===== config.mk =====
export PLATFORM = sky130hd
export DESIGN_NAME = host_mono_expander
export DESIGN_NICKNAME = d
export VERILOG_FILES = /design/src/rtl/cex_pkg.sv /design/src/rtl/cex_cfg_regs.sv /design/src/rtl/cex_row_geom.sv /design/src/rtl/cex_bit_shifter.sv /design/src/rtl/host_mono_expander.sv
export SDC_FILE = /design/constraint.sdc
export NUM_CORES = 1
export LEC_CHECK = 0
export BUFFER_PORTS_ARGS = -buffer_cell sky130_fd_sc_hd__buf_2
export CAP_MARGIN = 20
export CORE_ASPECT_RATIO = 1.25
export CORE_UTILIZATION = 45
export CTS_CLUSTER_SIZE = 12
export DETAILED_ROUTE_END_ITERATION = 10
export GPL_TIMING_DRIVEN = 1
export SLEW_MARGIN = 20
export SYNTH_ARGS = -nofsm -noshare
export SYNTH_HDL_FRONTEND = slang
export SYNTH_SLANG_ARGS = --single-unit

===== constraint.sdc =====
create_clock -name clk -period 4.2 [get_ports clk]
set_input_delay 0.42 -clock clk [delete_from_list [all_inputs] [get_ports clk]]
set_output_delay 0.42 -clock clk [all_outputs]
set_load 0.01 [all_outputs]

===== src/rtl/cex_pkg.sv =====
package cex_pkg;

  // configuration register indices
  localparam logic [3:0] IDX_WID_LO  = 4'h0;
  localparam logic [3:0] IDX_WID_HI  = 4'h1;
  localparam logic [3:0] IDX_ROW_LO  = 4'h2;
  localparam logic [3:0] IDX_ROW_HI  = 4'h3;
  localparam logic [3:0] IDX_PIT_LO  = 4'h4;
  localparam logic [3:0] IDX_PIT_HI  = 4'h5;
  localparam logic [3:0] IDX_DST_LO  = 4'h6;
  localparam logic [3:0] IDX_DST_MID = 4'h7;
  localparam logic [3:0] IDX_DST_HI  = 4'h8;
  localparam logic [3:0] IDX_MODE    = 4'h9;
  localparam logic [3:0] IDX_FG_LO   = 4'hA;
  localparam logic [3:0] IDX_FG_HI   = 4'hB;
  localparam logic [3:0] IDX_BG_LO   = 4'hC;
  localparam logic [3:0] IDX_BG_HI   = 4'hD;
  localparam logic [3:0] IDX_CTRL    = 4'hE;
  localparam logic [3:0] IDX_DEPTH   = 4'hF;

  // mode register bit positions
  localparam int MB_HOST   = 1;
  localparam int MB_TRANSP = 3;
  localparam int MB_EXPAND = 7;

  typedef enum logic [1:0] {
    ST_IDLE  = 2'd0,
    ST_FEED  = 2'd1,
    ST_SHIFT = 2'd2
  } cex_state_e;

endpackage


===== src/rtl/cex_cfg_regs.sv =====
module cex_cfg_regs
  import cex_pkg::*;
#(
  parameter int WW = 13,
  parameter int HW = 11,
  parameter int PW = 13,
  parameter int AW = 22
) (
  input  logic          clk,
  input  logic          rst,
  input  logic          reg_we,
  input  logic [3:0]    reg_idx,
  input  logic [7:0]    reg_wdata,
  output logic [WW-1:0] width_m1,
  output logic [HW-1:0] rows_m1,
  output logic [PW-1:0] pitch,
  output logic [AW-1:0] dst_base,
  output logic          md_expand,
  output logic          md_host,
  output logic          md_transp,
  output logic [15:0]   fg_color,
  output logic [15:0]   bg_color,
  output logic          wide_px,
  output logic          start_req
);

  always_ff @(posedge clk) begin
    if (rst) begin
      width_m1  <= '0;
      rows_m1   <= '0;
      pitch     <= '0;
      dst_base  <= '0;
      md_expand <= 1'b0;
      md_host   <= 1'b0;
      md_transp <= 1'b0;
      fg_color  <= '0;
      bg_color  <= '0;
      wide_px   <= 1'b0;
    end else if (reg_we) begin
      case (reg_idx)
        IDX_WID_LO:  width_m1[7:0]     <= reg_wdata;
        IDX_WID_HI:  width_m1[WW-1:8]  <= reg_wdata[WW-9:0];
        IDX_ROW_LO:  rows_m1[7:0]      <= reg_wdata;
        IDX_ROW_HI:  rows_m1[HW-1:8]   <= reg_wdata[HW-9:0];
        IDX_PIT_LO:  pitch[7:0]        <= reg_wdata;
        IDX_PIT_HI:  pitch[PW-1:8]     <= reg_wdata[PW-9:0];
        IDX_DST_LO:  dst_base[7:0]     <= reg_wdata;
        IDX_DST_MID: dst_base[15:8]    <= reg_wdata;
        IDX_DST_HI:  dst_base[AW-1:16] <= reg_wdata[AW-17:0];
        IDX_MODE: begin
          md_expand <= reg_wdata[MB_EXPAND];
          md_host   <= reg_wdata[MB_HOST];
          md_transp <= reg_wdata[MB_TRANSP];
        end
        IDX_FG_LO:   fg_color[7:0]     <= reg_wdata;
        IDX_FG_HI:   fg_color[15:8]    <= reg_wdata;
        IDX_BG_LO:   bg_color[7:0]     <= reg_wdata;
        IDX_BG_HI:   bg_color[15:8]    <= reg_wdata;
        IDX_DEPTH:   wide_px           <= reg_wdata[0];
        default: ;
      endcase
    end
  end

  // start is a strobe, never stored
  assign start_req = reg_we && (reg_idx == IDX_CTRL) && reg_wdata[0];

endmodule


===== src/rtl/cex_row_geom.sv =====
module cex_row_geom #(
  parameter int WW = 13
) (
  input  logic [WW-1:0] width_m1,
  input  logic          wide_px,
  input  logic          expand,
  output logic [WW+1:0] data_bytes,
  output logic [WW+1:0] pad_bytes,
  output logic [WW+1:0] pix_count
);

  localparam int CW = WW + 2;

  logic [CW-1:0] wbytes;
  logic [CW-1:0] pix;
  logic [CW-1:0] dat;

  assign wbytes     = {2'b00, width_m1} + CW'(1);
  assign pix        = wide_px ? (wbytes >> 1) : wbytes;
  assign dat        = expand ? ((pix + CW'(7)) >> 3) : wbytes;
  assign data_bytes = dat;
  assign pad_bytes  = (dat + CW'(3)) & ~CW'(3);
  assign pix_count  = pix;

endmodule


===== src/rtl/cex_bit_shifter.sv =====
module cex_bit_shifter (
  input  logic       clk,
  input  logic       rst,
  input  logic       load,
  input  logic [7:0] load_byte,
  input  logic [3:0] load_cnt,
  output logic       bit_msb,
  output logic       last
);

  logic [7:0] sr;
  logic [3:0] cnt;

  always_ff @(posedge clk) begin
    if (rst) begin
      sr  <= '0;
      cnt <= '0;
    end else if (load) begin
      sr  <= load_byte;
      cnt <= load_cnt;
    end else if (cnt != 4'd0) begin
      sr  <= {sr[6:0], 1'b0};
      cnt <= cnt - 4'd1;
    end
  end

  assign bit_msb = sr[7];
  assign last    = (cnt == 4'd1);

endmodule


===== src/rtl/host_mono_expander.sv =====
module host_mono_expander
  import cex_pkg::*;
#(
  parameter int WW = 13,
  parameter int HW = 11,
  parameter int PW = 13,
  parameter int AW = 22
) (
  input  logic          clk,
  input  logic          rst,
  input  logic          reg_we,
  input  logic [3:0]    reg_idx,
  input  logic [7:0]    reg_wdata,
  input  logic          hd_valid,
  input  logic [7:0]    hd_byte,
  output logic          hd_ready,
  output logic          busy,
  output logic          wr_en,
  output logic [AW-1:0] wr_addr,
  output logic [15:0]   wr_data,
  output logic          wr_wide,
  output logic          done
);

  localparam int CW = WW + 2;

  // live configuration
  logic [WW-1:0] cfg_width_m1;
  logic [HW-1:0] cfg_rows_m1;
  logic [PW-1:0] cfg_pitch;
  logic [AW-1:0] cfg_dst;
  logic          cfg_expand, cfg_host, cfg_transp, cfg_wide, start_req;
  logic [15:0]   cfg_fg, cfg_bg;
  logic [CW-1:0] g_data, g_pad, g_pix;

  cex_cfg_regs #(.WW(WW), .HW(HW), .PW(PW), .AW(AW)) u_regs (
    .clk(clk), .rst(rst), .reg_we(reg_we), .reg_idx(reg_idx), .reg_wdata(reg_wdata),
    .width_m1(cfg_width_m1), .rows_m1(cfg_rows_m1), .pitch(cfg_pitch), .dst_base(cfg_dst),
    .md_expand(cfg_expand), .md_host(cfg_host), .md_transp(cfg_transp),
    .fg_color(cfg_fg), .bg_color(cfg_bg), .wide_px(cfg_wide), .start_req(start_req)
  );

  cex_row_geom #(.WW(WW)) u_geom (
    .width_m1(cfg_width_m1), .wide_px(cfg_wide), .expand(cfg_expand),
    .data_bytes(g_data), .pad_bytes(g_pad), .pix_count(g_pix)
  );

  // operation state, captured at start
  cex_state_e    st;
  logic [CW-1:0] l_data, l_pad, l_pix;
  logic [HW-1:0] l_rows;
  logic [PW-1:0] l_pitch;
  logic          l_expand, l_transp, l_wide;
  logic [15:0]   l_fg, l_bg;
  logic [CW-1:0] byte_cnt, pix_left;
  logic [HW-1:0] row_cnt;
  logic [AW-1:0] row_addr, cur_addr;
  logic          row_end_pend;

  // bit serializer
  logic       sh_load, sh_bit, sh_last;
  logic [3:0] n_bits;

  cex_bit_shifter u_shift (
    .clk(clk), .rst(rst), .load(sh_load), .load_byte(hd_byte), .load_cnt(n_bits),
    .bit_msb(sh_bit), .last(sh_last)
  );

  logic          take, is_data, at_row_end, raw_emit, px_emit, close_row, last_row;
  logic [AW-1:0] next_row_addr, px_step;
  logic [15:0]   px_color, px_data;

  always_comb begin
    take          = (st == ST_FEED) && hd_valid;
    is_data       = byte_cnt < l_data;
    at_row_end    = byte_cnt == (l_pad - CW'(1));
    n_bits        = (pix_left >= CW'(8)) ? 4'd8 : pix_left[3:0];
    sh_load       = take && is_data && l_expand;
    raw_emit      = take && is_data && !l_expand;
    px_emit       = (st == ST_SHIFT) && (sh_bit || !l_transp);
    close_row     = (take && at_row_end && !sh_load) ||
                    ((st == ST_SHIFT) && sh_last && row_end_pend);
    last_row      = row_cnt == l_rows;
    next_row_addr = row_addr + AW'(l_pitch);
    px_step       = l_wide ? AW'(2) : AW'(1);
    px_color      = sh_bit ? l_fg : l_bg;
    px_data       = l_wide ? px_color : {8'h00, px_color[7:0]};
  end

  always_ff @(posedge clk) begin
    if (rst) begin
      st           <= ST_IDLE;
      l_data       <= '0;
      l_pad        <= '0;
      l_pix        <= '0;
      l_rows       <= '0;
      l_pitch      <= '0;
      l_expand     <= 1'b0;
      l_transp     <= 1'b0;
      l_wide       <= 1'b0;
      l_fg         <= '0;
      l_bg         <= '0;
      byte_cnt     <= '0;
      pix_left     <= '0;
      row_cnt      <= '0;
      row_addr     <= '0;
      cur_addr     <= '0;
      row_end_pend <= 1'b0;
      wr_en        <= 1'b0;
      wr_addr      <= '0;
      wr_data      <= '0;
      wr_wide      <= 1'b0;
      done         <= 1'b0;
    end else begin
      wr_en <= 1'b0;
      done  <= 1'b0;
      case (st)
        ST_IDLE: begin
          if (start_req && cfg_host) begin
            l_data   <= g_data;
            l_pad    <= g_pad;
            l_pix    <= g_pix;
            l_rows   <= cfg_rows_m1;
            l_pitch  <= cfg_pitch;
            l_expand <= cfg_expand;
            l_transp <= cfg_transp;
            l_wide   <= cfg_wide;
            l_fg     <= cfg_fg;
            l_bg     <= cfg_bg;
            byte_cnt <= '0;
            pix_left <= g_pix;
            row_cnt  <= '0;
            row_addr <= cfg_dst;
            cur_addr <= cfg_dst;
            st       <= ST_FEED;
          end
        end
        ST_FEED: begin
          if (take) begin
            byte_cnt <= byte_cnt + CW'(1);
          end
          if (raw_emit) begin
            wr_en    <= 1'b1;
            wr_addr  <= cur_addr;
            wr_data  <= {8'h00, hd_byte};
            wr_wide  <= 1'b0;
            cur_addr <= cur_addr + AW'(1);
          end
          if (sh_load) begin
            pix_left     <= pix_left - CW'(n_bits);
            row_end_pend <= at_row_end;
            st           <= ST_SHIFT;
          end
        end
        ST_SHIFT: begin
          if (px_emit) begin
            wr_en   <= 1'b1;
            wr_addr <= cur_addr;
            wr_data <= px_data;
            wr_wide <= l_wide;
          end
          cur_addr <= cur_addr + px_step;
          if (sh_last) begin
            st <= ST_FEED;
          end
        end
        default: st <= ST_IDLE;
      endcase
      // row completion overrides the per-state updates
      if (close_row) begin
        byte_cnt <= '0;
        pix_left <= l_pix;
        row_addr <= next_row_addr;
        cur_addr <= next_row_addr;
        if (last_row) begin
          st   <= ST_IDLE;
          done <= 1'b1;
        end else begin
          row_cnt <= row_cnt + HW'(1);
          st      <= ST_FEED;
        end
      end
    end
  end

  assign busy     = (st != ST_IDLE);
  assign hd_ready = (st == ST_FEED);

endmodule


**After elaboration in Yosys (flattened, before gate mapping)**

Cells that the tools add are included.
Widths: inputs -> output; s select.

- Bits in registers: 338
- Bits of input ports: 24
- Output and inout bits: 43
- Word-level logic and storage cells: 182

- Add/sub/neg operators: 11
- Magnitude comparators: 2
- Equal/unequal tests: 28
- Multiplexer cells: 46
- Bitwise logic cells: 1
- Reduce and logical (&&, ||, !) cells: 53

Operator list:

| kind | count |
|---|---|
| $mux 22 | 7 |
| $mux 15 | 7 |
| $pmux 22 s3 | 1 |
| $mux 16 | 4 |
| $pmux 15 s2 | 2 |
| $mux 11 | 4 |
| $pmux 22 s2 | 1 |
| $reduce_and 2->1 | 18 |
| $eq 4x4->1 const B | 8 |
| $pmux 16 s2 | 1 |
| $add 22x1->22 const B | 1 |
| $add 22x13->22 | 1 |
| $add 22x2->22 | 1 |
| $eq 4x3->1 const B | 4 |
| $mux 8 | 2 |
| $add 15x1->15 const B | 1 |
| $add 15x2->15 const B | 1 |
| $add 15x3->15 const B | 1 |
| $eq 15x15->1 | 1 |
| $ge 15x4->1 const B | 1 |
| $lt 15x15->1 | 1 |
| $reduce_and 3->1 | 5 |
| $sub 15x1->15 const B | 1 |
| $sub 15x4->15 | 1 |
| 27 further kinds | 66 |

**Logic depth before layout (Yosys ltp)**

Gate-level depths: netlist of run 1.

- Word-level depth: 9
- Mapped depth: 18

**Modules after synthesis**

Synthesis of run 1 repeated with hierarchy kept, for this count alone.

- Cells, all modules: 2199
- Area total of the unflattened synthesis: 17964.7 µm²

By module, submodules not included:

| module | instances | cells each | area each (µm²) | sequential area each (µm²) |
|---|---|---|---|---|
| host_mono_expander | 1 | 1566 | 12049.1 | 4664.5 |
| cex_cfg_regs | 1 | 342 | 3762.4 | 1901.8 |
| cex_row_geom | 1 | 220 | 1556.5 | 0.0 |
| cex_bit_shifter | 1 | 71 | 596.8 | 240.2 |

**Least setup slack after synthesis of run 1**

Ideal clock, no wire load.

- Path kind: reg2reg
- Start point: register st[0]
- End point: register cur_addr[20]
- Data arrival time: 3.150 ns
- Required time: 4.076 ns
- Setup slack: 0.925 ns
- Stages on the path, launching flop included: 18
- Buffers on the path: 2
- Clock period less this slack: 3.275 ns
- Cells stage by stage: dfxtp_1 -> inv_1 -> ha_1 -> clkbuf_1 -> nand2_1 -> clkbuf_1 -> ha_1 -> inv_1 -> fa_1 -> nor2_1 -> and3_1 -> nand3_1 -> nor3_1 -> nand2_1 -> o22ai_1 -> nand2_1 -> o21ai_0 -> o22ai_1

- Cells in the longest elaborated chain, start to end: 9
- Elaborated cells on any way between the ends: 19
- Classes of those cells: eq/ne (4); mux (2); reduce/logical (13)

Ends and longest elaborated chain:

| item | RTL line | source |
|---|---|---|
| from (decl) | host_mono_expander.sv:49 | `cex_state_e st;` |
| from (signal assigned) | host_mono_expander.sv:92 | `st <= ST_IDLE;` |
| from (signal assigned) | host_mono_expander.sv:135 | `st <= ST_FEED;` |
| from (signal assigned) | host_mono_expander.sv:152 | `st <= ST_SHIFT;` |
| $eq 2x1->1 | host_mono_expander.sv:74, host_mono_expander.sv:117 |  |
| $logic_and 1x1->1 | host_mono_expander.sv:74 | `take = (st == ST_FEED) && hd_valid;` |
| $logic_and 1x1->1 | host_mono_expander.sv:78, host_mono_expander.sv:79 |  |
| $logic_and 1x1->1 | host_mono_expander.sv:78 | `sh_load = take && is_data && l_expand;` |
| $logic_not 1->1 | host_mono_expander.sv:81 | `close_row = (take && at_row_end && !sh_load) \|\|` |
| $logic_and 1x1->1 | host_mono_expander.sv:81 |  |
| $logic_or 1x1->1 | host_mono_expander.sv:81 |  |
| $ne 3x1->1 (no source line), or another cell as far along | - |  |
| $reduce_and 3->1 (no source line) | - |  |
| to (signal assigned) | host_mono_expander.sv:134 | `cur_addr <= cfg_dst;` |
| to (signal assigned) | host_mono_expander.sv:147 | `cur_addr <= cur_addr + AW'(1);` |
| to (signal assigned) | host_mono_expander.sv:162 | `cur_addr <= cur_addr + px_step;` |
| to (decl) | host_mono_expander.sv:57 | `logic [AW-1:0] row_addr, cur_addr;` |

Parallel ways exist; a longest one is shown, timed or not.
A chain may end at the register's enable or synchronous reset.

**Worst setup path in the final report of run 1**

- Start point: register l_pad[4]
- End point: register row_cnt[0]

- Cells in the longest elaborated chain, start to end: 6

Ends and longest elaborated chain:

| item | RTL line | source |
|---|---|---|
| from (decl) | host_mono_expander.sv:50 | `logic [CW-1:0] l_data, l_pad, l_pix;` |
| from (signal assigned) | host_mono_expander.sv:121 | `l_pad <= g_pad;` |
| $sub 15x1->15 | host_mono_expander.sv:76 | `at_row_end = byte_cnt == (l_pad - CW'(1));` |
| $eq 15x15->1 | host_mono_expander.sv:76 |  |
| $logic_and 1x1->1 (2 in series) | host_mono_expander.sv:81 |  |
| $logic_or 1x1->1 | host_mono_expander.sv:81 |  |
| $mux 11 | host_mono_expander.sv:170 | `if (close_row) begin` |
| to (signal assigned) | host_mono_expander.sv:179 | `row_cnt <= row_cnt + HW'(1);` |
| to (decl) | host_mono_expander.sv:56 | `logic [HW-1:0] row_cnt;` |

Every way passes these cells.

==> results of run 1 <==
==> cell type report <==
type / instances / area share, %
inverter: 49 / 0.973
clock buffer: 52 / 5.68
clock inverter: 7 / 0.735
tap: 486 / 3.22
timing repair buffer: 103 / 3.40
sequential: 336 / 35.6
multi-input combinational: 1623 / 50.4
antenna: 1 / 0.0132
==> metrics by stage <==
step	std cells	util, %	area (sq um)	total power [W]
6_report	2657	50.7	18900	0.00811
5_1_grt	2656	50.7	18900	0.00847
3_3_place_gp	2597	47.5	17700	0.00482
4_1_cts	2656	50.7	18900	0.00818
3_5_place_dp	2597	47.5	17700	0.00485
2_1_floorplan	2162	-	17000	0.00444
==> kinds of logic (layout without fill, tap and decap cells) <==
group,Yosys count,in the layout,synth area share (%)
AOI/OAI and AO/OA,513,513,18.6
xor gates and xnor gates,79,79,4.07
adders and majority gates,43,43,3.25
buffers and inverters,203,211,4.66
DFF,336,336,39.5
muxes,122,122,7.21
other,1,2,0.0220
and+or+nand+nor,865,865,22.6
==> sequential cells by signal (all words and copies together), names as in the netlist, 13 cells and up <==
register	cells
l_pitch	13
cur_addr	22
l_pad	13
u_regs.bg_color	16
l_bg	16
wr_addr	22
u_regs.pitch	13
u_regs.dst_base	22
u_regs.width_m1	13
byte_cnt	15
wr_data	16
l_data	14
l_fg	16
row_addr	22
l_pix	14
u_regs.fg_color	16
pix_left	15
==> cells in the final DEF, fill, tap and decap left out, types with 5 or more instances in the layout <==
cell type and n:
o22ai_1 23, or4_1 5, buf_4 35, clkbuf_16 39
dfxtp_1 336, a22oi_1 7, nor3_1 39, buf_2 65
o211ai_1 21, mux2i_1 118, nand3_1 60, a21oi_1 245
nand2b_1 16, nand3b_1 11, clkbuf_8 5, o21ai_0 68
a211oi_1 27, ha_1 40, inv_1 49, and2_1 12
xnor2_1 36, nand4_1 24, nand2_1 368, o21a_1 7
nor2_1 251, a21o_1 7, a311oi_1 14, clkbuf_1 8
a41o_1 5, and3_1 29, a31oi_1 21, nor4_1 7
o31ai_1 7, xor2_1 43, or3_1 11
==> worst paths after layout <==
path	slack, ns	end	cells past startpoint
setup / recovery	0.40	row_cnt[0]	9
hold / removal	0.17	u_shift.sr[0]	3
setup reg to reg	0.40	row_cnt[0]	9
hold reg to reg	0.45	l_pitch[6]	2
==> layer usage <==
metal / wire length, um / up-vias / track usage, %
li1: - / 7537 / -
met1: 20400 / 7222 / 29.3
met2: 23300 / 331 / 43.8
met3: 2070 / 101 / 3.69
met4: 1690 / 0 / 9.83
met5: 0 / - / 0
==> worst register-to-register path, cell delays in order (launching register included) <==
cell and delay, ns:
dfxtp_1 0.37, nor4_1 0.64, nand3_1 0.26, o41ai_1 0.32, and4_1 0.24, nand4_1 0.29, o31ai_4 0.64, nand2_2 0.42
and3_1 0.33, o21a_1 0.17
==> power by group through the flow <==
stage                     logic, W  registers [W]  clock network, W
after detailed placement   0.00133        0.00352                 0
after global placement     0.00130        0.00352                 0
after floorplan           0.000952        0.00349                 0
final                      0.00133        0.00346           0.00332
after global routing       0.00148        0.00348           0.00352
after CTS                  0.00133        0.00345           0.00340
==> summary.md, run 1 <==
| Metric | Value |
|---|---|
| Final setup TNS | `0 ns` |
| Clock Skew | `0.0160 ns` |
| Power Density | `429 mW/mm^2` |
| Cts hold-fix bufs | `0` |
| Unique masters post-synth | `84` |
| Post-Syn Nets | `2,229` |
| Count leader, synth | `nand2_1` |
| Worst setup startpoint | `l_pad[4]` |
| Worst setup EP type | `flop` |
| Vias | `15.2k` |
| Fin crit share | `90.4%` |
| CTS Buf Count | `37` |
| Synth area leaders | `dfxtp_1 (40%), nand2_1 (8.2%), a21oi_1 (7.2%)` |
| Net Sw Frac | `28.7%` |
| Worst setup margin | `0.405 ns` |
| Die Height | `219 um` |
| Sequential-to-total area share from yosys stat | `39.5%` |
| Combinational power share | `16.4%` |
| Total GRT Usage | `24.5%` |
| Crit Path Class | `reg2reg` |
| Cells after synthesis | `2,162` |
| Nets | `2,217` |
| Worst path top cell family by delay | `simple AND/OR/NAND/NOR gates` |
| Int Pwr | `0.00578 W` |
| Worst skew pair latency | `0.53 ns` |
| # fillers | `3,668` |
| Antenna viol nets, final | `0` |
| WL/cell | `17.9 um` |
| Routed vias/inst | `5.72` |
| Max Fclk | `263 MHz` |
| Critical path cell sequence | `nor4_1 -> nand3_1 -> o41ai_1 -> and4_1 -> nand4_1 -> o31ai_4 -> nand2_2 -> and3_1 -> o21a_1` |
| Largest net degree at the start of global routing | `226` |
| Worst vdd ir | `0.346 mV` |
| Sequential power share | `42.6%` |
| Row cnt | `79` |
| DRT iter0 DRCs | `999` |
| Required @ worst endpoint | `4.61 ns` |
| Drt pass-1 iters | `7` |
| Hold slack | `0.171 ns` |
| CTS Sinks | `336` |
| Hold path start | `hd_byte[0]` |
| Vias in the first global route | `14.4k` |
| CP bufs+invs | `0` |
| Clock Power Share | `41.0%` |
| EDFF count, synth | `0` |
| Sw Pwr | `0.00233 W` |
| Synth-to-Final Area Change | `11.1%` |
| Worst-Margin Slew | `1.16 ns` |
| Global-route wire length before repair | `75,900 um` |
| Antenna violations before repair | `1` |
| Syn avg cell area | `7.87 sq um` |
| Post-synth top cells | `nand2_1 (370), dfxtp_1 (336), nor2_1 (251)` |
| Maxcap violations | `0` |
| Top-area cell type share of the netlist area | `39.5%` |
| Root buf cell | `clkbuf_16` |
| CTS H-Tree Depth | `2` |
| Clock Tree Buf Depth | `3` |
| Core area | `0.0373 sq mm` |
| CP peak stage delay | `0.64 ns` |
| Global placement routability congestion | `0.893` |
| Die area | `0.0386 sq mm` |
| Final Hold Vio Count | `0` |
| GRT overflow | `0` |
| Slowest stage cell, crit path | `nor4_1` |
| RSZ-0062 raised after global routing | `no` |
| P_leak | `7.01 nW` |
| Dpl ws | `0.243 ns` |
| Clock Pin Slew Worst Setup and Hold Paths | `0.06 ns` |
| Final WL | `47,500 um` |
| Max FO, Critical Path | `20` |
| Register area | `0.00673 sq mm` |
| Relative slew slack | `22.5%` |
| I/O Buffers | `66` |
| Max-slew violations | `0` |
| Ys async rst share | `0%` |
| CTS tree | `yes` |
| Number of setup buffers added after CTS | `0` |
| Primary FF master, synth | `dfxtp_1` |
| Synthesis Warnings | `0` |
| Finish-stage setup viols | `0` |
| Post-synthesis cell area | `0.0170 sq mm` |
| CP Data Arrival Time | `4.21 ns` |
| Hpwl dp | `31,700 um` |
| Hold Path Class | `in2reg` |
| Die Width | `176 um` |
| Multi-input logic area | `0.00953 sq mm` |
| Post-cts sizing count | `0` |
| Run status | `complete, no violations` |
| Min Tclk post-route | `3.80 ns` |
| Initial Util | `45.7%` |
| Setup crit start kind | `flop` |
| R2R Path Start | `l_pad[4]` |
| DRC Markers | `0` |
| Top cell type by total area after synthesis | `dfxtp_1` |
| Synthesized flop and latch total | `336` |
| IO Pins | `67` |
| Layout cells sized above 1 | `8.76%` |
(Power assumes the default switching activity.)
==> inputs of run 2 (changes only) <==
SYNTH_HIERARCHICAL = 1   (was unset)
==> summary.md, run 2 <==
| Metric | Value |
|---|---|
| Run status | `complete, no violations` |
| Unique masters post-synth | `107` |
| Syn avg cell area | `8.17 sq um` |
| Relative slew slack | `29.5%` |
| CP dominant cell by count | `a211oi_1` |
| Final setup TNS | `0 ns` |
| Count leader, synth | `nand2_1` |
| CP Data Arrival Time | `4.25 ns` |
| Final WL | `51,400 um` |
| Layout Cells excl Fill | `2,720` |
| Global-route wire length before repair | `82,200 um` |
| Sw Pwr | `0.00246 W` |
| Routed vias/inst | `5.69` |
| Post-synthesis cell area | `0.0180 sq mm` |
| Layout cells sized above 1 | `11.0%` |
| Max-slew violations | `0` |
| CP peak stage delay | `0.70 ns` |
| Final instance area | `0.0198 sq mm` |
| Root buf cell | `clkbuf_16` |
| Worst path top cell family by delay | `simple AND/OR/NAND/NOR gates` |
| Antenna violations before repair | `0` |
| Maxcap violations | `0` |
| CTS Buf Count | `39` |
| R2R Path Start | `l_pad[0]` |
| Worst vdd ir | `0.311 mV` |
| Vias | `15.5k` |
| Required @ worst endpoint | `4.64 ns` |
| Net Sw Frac | `29.6%` |
| Crit Path Class | `reg2reg` |
| Setup crit start kind | `flop` |
| Global placement routability congestion | `0.892` |
| Worst setup EP type | `flop` |
| Antenna viol nets, final | `0` |
| Die Height | `225 um` |
| Synthesis Warnings | `6` |
| Post-Place Cells | `2,655` |
| Clock Skew | `0.0209 ns` |
| Synth-to-Final Area Change | `10.4%` |
| Die Width | `181 um` |
| CP bufs+invs | `2` |
| P_leak | `7.63 nW` |
| Clock Pin Slew Worst Setup and Hold Paths | `0.06 ns` |
| Finish-stage setup viols | `0` |
| Worst skew pair latency | `0.53 ns` |
| Hold path start | `hd_byte[1]` |
| Synthesized flop and latch total | `340` |
| Vias in the first global route | `15.3k` |
| CTS tree | `yes` |
| Placement Cell Area | `0.0186 sq mm` |
| RSZ-0062 raised after global routing | `no` |
| Number of setup buffers added after CTS | `0` |
| Sequential-to-total area share from yosys stat | `37.9%` |
| Ys async rst share | `0%` |
| I/O Buffers | `66` |
| Final Hold Vio Count | `0` |
| CTS Sinks | `340` |
| WL/cell | `18.9 um` |
| Commonest cells after routing, fill and taps aside | `nand2_1 (430), dfxtp_1 (340), a21oi_1 (225)` |
| Die area | `0.0407 sq mm` |
| CTS H-Tree Depth | `2` |
| Max FO, Critical Path | `15` |
| Core area | `0.0392 sq mm` |
| Initial Util | `45.8%` |
| Row cnt | `81` |
| Drt pass-1 iters | `7` |
| GRT overflow | `0` |
| Hpwl dp | `36,100 um` |
| Ant. Diodes | `0` |
| Hold Path Class | `in2reg` |
| Final core occ | `50.6%` |
| IO Pins | `67` |
| Overall power | `0.00831 W` |
| Primary FF master, synth | `dfxtp_1` |
| Sequential power share | `42.2%` |
| Worst setup startpoint | `l_pad[0]` |
| Register-to-Register Setup Slack | `0.39 ns` |
| Total GRT Usage | `25.2%` |
| Top cell type by total area after synthesis | `dfxtp_1` |
| Largest net degree at the start of global routing | `171` |
| Worst-Margin Slew | `1.06 ns` |
| Int Pwr | `0.00586 W` |
| Most common cell after layout, fill and taps aside | `nand2_1` |
| Clock Power Share | `40.3%` |
| Top-area cell type share of the netlist area | `37.9%` |
| Cts hold-fix bufs | `0` |
| Combinational power share | `17.5%` |
| EDFF count, synth | `0` |
| Post-cts sizing count | `0` |
| Max Fclk | `263 MHz` |
| Slowest stage cell, crit path | `or4_1` |
| Synth area leaders | `dfxtp_1 (38%), nand2_1 (9.0%), mux2i_1 (6.4%)` |
| Critical path cell sequence | `inv_1 -> ha_1 -> nor3b_1 -> nand2_1 -> xnor2_1 -> a2111oi_1 -> o211ai_1 -> or4_1 -> nand2_4 -> buf_4 -> a211oi_1 -> a211oi_1` |
| Cells after synthesis | `2,199` |
| Nets | `2,266` |
| DRT iter0 DRCs | `913` |
| DRC Markers | `0` |
| Clock Tree Buf Depth | `3` |
| Power Density | `419 mW/mm^2` |
| Post-synth top cells | `nand2_1 (430), dfxtp_1 (340), a21oi_1 (225)` |
| Min Tclk post-route | `3.81 ns` |
| Fin crit share | `90.7%` |
## run 2: routing by layer
layer	share of wire [%]	vias to the layer above	global-route usage, %
met2	53	296	48.7
met3	3.1	86	2.65
met1	41	7471	28.5
met5	0	-	0
li1	-	7614	-
met4	2.7	0	8.16
## run 2: final timing paths
path	end	cells past startpoint
setup / recovery	row_addr[1]	12
hold / removal	u_shift/sr[1]	3
setup reg to reg	row_addr[1]	12
hold reg to reg	l_pitch[4]	2
## run 2: final cells by class
cell class / count / area [sq um]
clock buffers: 51 / 1110
clock inverters: 14 / 131
fillers: 3791 / 19400
inverters: 62 / 234
multi-input cells: 1652 / 10300
flip-flops and latches: 340 / 6810
well taps: 498 / 623
repair buffers: 103 / 643
## run 2: through the flow
| step | hold slack (ns) | setup slack (ns) |
|---|---|---|
| floorplan | 0.426 | 0.662 |
| global placement | 0.439 | 0.392 |
| detailed placement | 0.443 | 0.196 |
| CTS | 0.154 | 0.180 |
| global route | 0.180 | 0.0382 |
| finish | 0.185 | 0.392 |
## run 2: kinds of logic after synthesis
kind of cell | after synthesis | synth area share [%]
and+or+nand+nor | 905 | 24.4
xor gates and xnor gates | 94 | 4.62
buffers and inverters | 211 | 5.24
adders and majority gates | 44 | 3.15
muxes | 126 | 7.16
other | 2 | 0.0418
DFF | 340 | 37.9
AOI/OAI and AO/OA | 477 | 17.4
## run 2: power groups by stage
stage	clock network, W	logic (W)	registers [W]
after floorplan	0	0.00107	0.00354
after global routing	0.00355	0.00160	0.00353
after detailed placement	0	0.00145	0.00358
final	0.00335	0.00145	0.00351
after CTS	0.00342	0.00146	0.00351
after global placement	0	0.00142	0.00358
## run 2: worst reg2reg max path, stage by stage, from the launching register on
cell and delay (ns):
dfxtp_1 0.37, inv_1 0.08, ha_1 0.26, nor3b_1 0.35, nand2_1 0.19, xnor2_1 0.17, a2111oi_1 0.56, o211ai_1 0.22
or4_1 0.70, nand2_4 0.26, buf_4 0.26, a211oi_1 0.08, a211oi_1 0.23
